<file path="config.mk">
export PLATFORM = sky130hd
export DESIGN_NAME = mipx_mem
export DESIGN_NICKNAME = d
export VERILOG_FILES = /design/src/rtl/mi_pkg.sv /design/src/rtl/mi_encode.sv /design/src/rtl/mi_decode.sv /design/src/rtl/mi_store.sv /design/src/rtl/mipx_mem.sv
export SDC_FILE = /design/constraint.sdc
export NUM_CORES = 2
export LEC_CHECK = 0
export BUFFER_PORTS_ARGS = -buffer_cell sky130_fd_sc_hd__buf_2
export CAP_MARGIN = 20
export CORE_UTILIZATION = 35
export CTS_CLUSTER_DIAMETER = 120
export DETAILED_ROUTE_END_ITERATION = 8
export PLACE_DENSITY_LB_ADDON = 0.08
export SKIP_LAST_GASP = 1
export SYNTH_ARGS = -nofsm -noshare
export SYNTH_HDL_FRONTEND = slang
export SYNTH_SLANG_ARGS = --single-unit
export TNS_END_PERCENT = 100
</file>
<file path="constraint.sdc">
create_clock -name clk -period 4.8 [get_ports clk]
set_input_delay 0.48 -clock clk [delete_from_list [all_inputs] [get_ports clk]]
set_output_delay 0.48 -clock clk [all_outputs]
set_load 0.02 [all_outputs]
</file>
<file path="src/rtl/mi_pkg.sv">
package mi_pkg;
  // Decide polarity for one digit group: invert only on a strict zero majority.
  function automatic logic invert_needed(input int ones, input int width);
    return (2 * ones) < width;
  endfunction
endpackage

</file>
<file path="src/rtl/mi_encode.sv">
module mi_encode #(
  parameter int PIX_W = 8,
  parameter int NPIX  = 4,
  localparam int DW   = PIX_W * NPIX,
  localparam int SW   = DW + PIX_W
) (
  input  logic [DW-1:0] pix,
  output logic [SW-1:0] stored
);
  for (genvar g = 0; g < PIX_W; g++) begin : g_grp
    logic [NPIX-1:0] raw;
    logic            inv;
    for (genvar p = 0; p < NPIX; p++) begin : g_pix
      assign raw[p] = pix[p*PIX_W + g];
    end
    assign inv = mi_pkg::invert_needed($countones(raw), NPIX);
    assign stored[g*NPIX +: NPIX] = raw ^ {NPIX{inv}};
    assign stored[DW + g]         = inv;
  end
endmodule

</file>
<file path="src/rtl/mi_decode.sv">
module mi_decode #(
  parameter int PIX_W = 8,
  parameter int NPIX  = 4,
  localparam int DW   = PIX_W * NPIX,
  localparam int SW   = DW + PIX_W
) (
  input  logic [SW-1:0] stored,
  output logic [DW-1:0] pix
);
  for (genvar g = 0; g < PIX_W; g++) begin : g_grp
    for (genvar p = 0; p < NPIX; p++) begin : g_pix
      assign pix[p*PIX_W + g] = stored[g*NPIX + p] ^ stored[DW + g];
    end
  end
endmodule

</file>
<file path="src/rtl/mi_store.sv">
module mi_store #(
  parameter int SW    = 40,
  parameter int DEPTH = 64,
  localparam int AW   = $clog2(DEPTH)
) (
  input  logic          clk,
  input  logic          rst,
  input  logic          we,
  input  logic [AW-1:0] wa,
  input  logic [SW-1:0] wd,
  input  logic          re,
  input  logic [AW-1:0] ra,
  output logic [SW-1:0] q
);
  logic [SW-1:0] mem [DEPTH];

  // Array write, no reset so block RAM can be inferred.
  always_ff @(posedge clk) begin
    if (we) mem[wa] <= wd;
  end

  // Read-first output register.
  always_ff @(posedge clk) begin
    if (rst)     q <= '0;
    else if (re) q <= mem[ra];
  end

  p_reset_clear_r9: assert property (@(posedge clk) $past(rst) |-> q == '0);
  p_hold_idle_r8: assert property (@(posedge clk) disable iff (rst)
    (!$past(re) && !$past(rst)) |-> $stable(q));
endmodule

</file>
<file path="src/rtl/mipx_mem.sv">
module mipx_mem #(
  parameter int PIX_W = 8,
  parameter int NPIX  = 4,
  parameter int DEPTH = 64,
  localparam int AW   = $clog2(DEPTH),
  localparam int DW   = PIX_W * NPIX,
  localparam int SW   = DW + PIX_W
) (
  input  logic          clk,
  input  logic          rst,
  input  logic          wr_en,
  input  logic [AW-1:0] wr_addr,
  input  logic [DW-1:0] wr_data,
  input  logic          rd_en,
  input  logic [AW-1:0] rd_addr,
  output logic [DW-1:0] rd_data,
  output logic [SW-1:0] rd_stored
);
  logic [SW-1:0] wr_st;

  mi_encode #(.PIX_W(PIX_W), .NPIX(NPIX)) enc_i (.pix(wr_data), .stored(wr_st));

  mi_store #(.SW(SW), .DEPTH(DEPTH)) store_i (
    .clk(clk), .rst(rst),
    .we(wr_en), .wa(wr_addr), .wd(wr_st),
    .re(rd_en), .ra(rd_addr), .q(rd_stored)
  );

  mi_decode #(.PIX_W(PIX_W), .NPIX(NPIX)) dec_i (.stored(rd_stored), .pix(rd_data));

  // Per-group checks on the encoder output against the raw port bits.
  for (genvar g = 0; g < PIX_W; g++) begin : g_chk
    logic [NPIX-1:0] in_grp;
    for (genvar p = 0; p < NPIX; p++) begin : g_bit
      assign in_grp[p] = wr_data[p*PIX_W + g];
    end
    p_flag_rule_r4: assert property (@(posedge clk) disable iff (rst)
      wr_en |-> (wr_st[DW + g] == ((2 * $countones(in_grp)) < NPIX)));
    p_ones_major_r3: assert property (@(posedge clk) disable iff (rst)
      wr_en |-> ((2 * $countones(wr_st[g*NPIX +: NPIX])) >= NPIX));
  end
endmodule

</file>
==> impl_metrics.toml <==
[yosys]
synth_warnings = 0
ys_ff_latch = 2600
synth_cells = 4629
ys_types = 55
synthXorXnorAreaFrac_pct = 0.558
syn_avg_cell_area_um2 = 21.7
synth_edf_count = 2560
synthAdderAreaFrac_pct = 0.359
ys_top_cells_by_area = "edfxtp_1 (77%), mux4_2 (12%), mux2i_1 (2.5%), dfxtp_1 (0.80%), o22ai_1 (0.50%)"
async_flop_share_pct = 0
synth_nets = 4701
synth_top_family_by_area = "multiplexers"
syn_area_um2 = 100000
synth_compound_area_share_pct = 3.43
yosysTopAreaCellShare_pct = 76.6
synth_top_cell_by_area = "edfxtp_1"
ys_seq_area_share_pct = 77.4
ys.flop_type = "edfxtp_1"
synth_mux_area_share_pct = 15.4
synth_simple_gate_area_share_pct = 1.32

[cells_and_area]
syn_to_final_growth_pct = 16.6
drive_above_1_share_pct = 28.3
layout_commonest_cell = "edfxtp_1"
final_cell_mix = "edfxtp_1 (2560), mux4_2 (547), clkbuf_16 (304), mux2i_1 (250), buf_4 (206)"
fin_util_pct = 41.0
layout.nets = 5123

[route]
drtIter0Drc = 4890
drc = 0
drt_pass1_iterations = 5
wire_per_inst_um = 36.0
via_per_inst = 5.60
routed_wl_mm = 326
ant_nets = 0
dr_total_vias = 50661

[pwr]
switching_share_pct = 23.6
power_frac_comb_pct = 8.4
sequentialPowerShare_pct = 50.6
clkPwrFrac_pct = 41.0
leakage_nw = 37.2
p_per_area_nw_per_um2 = 453
p_sw_mw = 12.5
max-vdd-ir-drop_mv = 0.244
internal_power_mw = 40.5

[sta]
finalSetupViolations = 0
rsz0062_at_grt = "no"
finalCritPeriodShare_pct = 70.1
skew_ns = 0.0351
slew_headroom_pct = 19.6
finalMaxSlewViolations = 0
max_freq_mhz = 297
worst_pin_slew_ns = 1.21
setup_tns_ns = 0
min_period_ns = 3.36
hold_viol = 0

[global_routing]
grt_max_degree = 115
grt_overflow_total = 0
grt.total_usage_pct = 22.5
grt_pass1_wl_mm = 442
first_global_vias = 51275
antenna_found_initial = 26

[die]
start_util_pct = 35.2
num_rows = 196
die_x_um = 538
die_area_um2 = 289000
die_y_um = 538
core_area_um2 = 285000
ios = 120

[critical_path]
arrival_ns = 2.88
setup.worst_path.start_class = "flop"
path_max_fanout = 6
required_ns = 4.32
reg2regPathDepth = 6
critPathLaunch = "store_i.q[34]"
rr_startpoint = "store_i.mem[47][17]"
regToRegSetupSlack_ns = 2.42
criticalPathCategory = "flop to output pin"
reg2reg_to = "store_i.q[17]"
cp-end-kind = "output pin"

[clocking]
cts_root_buf = "clkbuf_16"
clk_pin_slew_worst_paths_ns = 0.06
clock_sinks = 2600
clock_path_buffers = 4
cts_tree = "yes"
insertion_delay_ns = 0.86
ctsHoldBuffers = 0
post_cts_buffers = 0
cts_max_level = 5
cts_buffers = 295
cts.repair.resized = 0

[place]
port-buffer-count = 119
routabilityCongestion = 0.764
dp_hpwl_mm = 184

[status]
status = "completed"

[run]
drv_cap = 0

[hold_path]
min_from = "wr_addr[2]"
holdPathStages = 3
hold_path_end = "store_i.mem[55][20]"
hold_path.class = "input port to flop"
-- per-stage QoR --
step                worst slack [ns]  std cells  hold slack (ns)  cell area (um^2)  total power [mW]
global placement               0.370       8504            0.562            108000              31.8
CTS                             1.28       9029            0.292            117000              53.6
floorplan                      0.572       4629            0.576            100000              29.7
global route                    1.43       9037            0.362            117000              54.7
detailed placement             0.754       8510            0.572            108000              31.9
finish                          1.44       9048            0.364            117000              53.1
-- metal layers --
layer	up-vias	GRT usage, %	part of all wire [%]
li1	20376	-	-
met1	28258	31.8	44
met4	10	5.57	2.3
met3	379	3.40	5.9
met2	1638	36.2	48
met5	-	0	0.017
-- worst max-delay path, cell delays in order (launching register included) --
cell,delay [ns]
dfxtp_1,0.80
xor2_1,0.89
buf_2,0.32
-- cells in the mapped netlist (36+ instances only) --
master and n:
a21oi_1 56, a221oi_1 39, and2_1 36, buf_2 76
buf_4 63, clkbuf_1 88, dfxtp_1 40, edfxtp_1 2560
mux2_2 44, mux2i_1 250, mux4_2 547, nand2_1 104
nor2_1 111, o21ai_0 51, o21ai_1 37, o221ai_1 43
o22ai_1 80
-- sequential cells by signal (all words and copies together) (netlist names) --
name and flops:
store_i.mem 2560, store_i.q 40
-- worst max-delay path by stage --
stage | end | slack [ns] | cells after the start
6_report | rd_data[10] | 1.44 | 2
5_1_grt | store_i.q[10] | 1.43 | 6
4_1_cts | rd_data[10] | 1.28 | 2
3_5_place_dp | store_i.q[10] | 0.75 | 6
3_3_place_gp | store_i.q[21] | 0.37 | 8
2_1_floorplan | store_i.mem[48][0] | 0.57 | 4
-- area by class of cell --
class                           count  area [um^2]
Antenna cell                       13         32.5
Clock buffer                      392         7990
Clock inverter                    127         1130
Fill cell                       25073       168000
Inverter                           29          119
Multi-Input combinational cell   1733        21900
Sequential cell                  2600        77700
Tap cell                         3762         4710
Timing Repair Buffer              392         3450
-- cells by family after synthesis --
group                    after synthesis
AO/OA/AOI/OAI                        495
XOR/XNOR                              64
adder cells (fa/ha/maj)               24
buffers and inverters                296
flip-flops                          2600
multiplexers                         850
AND/OR/NAND/NOR                      300
-- power by group through the flow --
stage / clock [mW] / combinational (mW) / sequential [mW]
finish: 21.7 / 4.46 / 26.9
global route: 23.0 / 4.79 / 26.9
detailed placement: 0 / 4.52 / 27.3
CTS: 22.2 / 4.53 / 26.9
global placement: 0 / 4.44 / 27.3
floorplan: 0 / 2.29 / 27.4
Power figures use the tool's default switching activity.
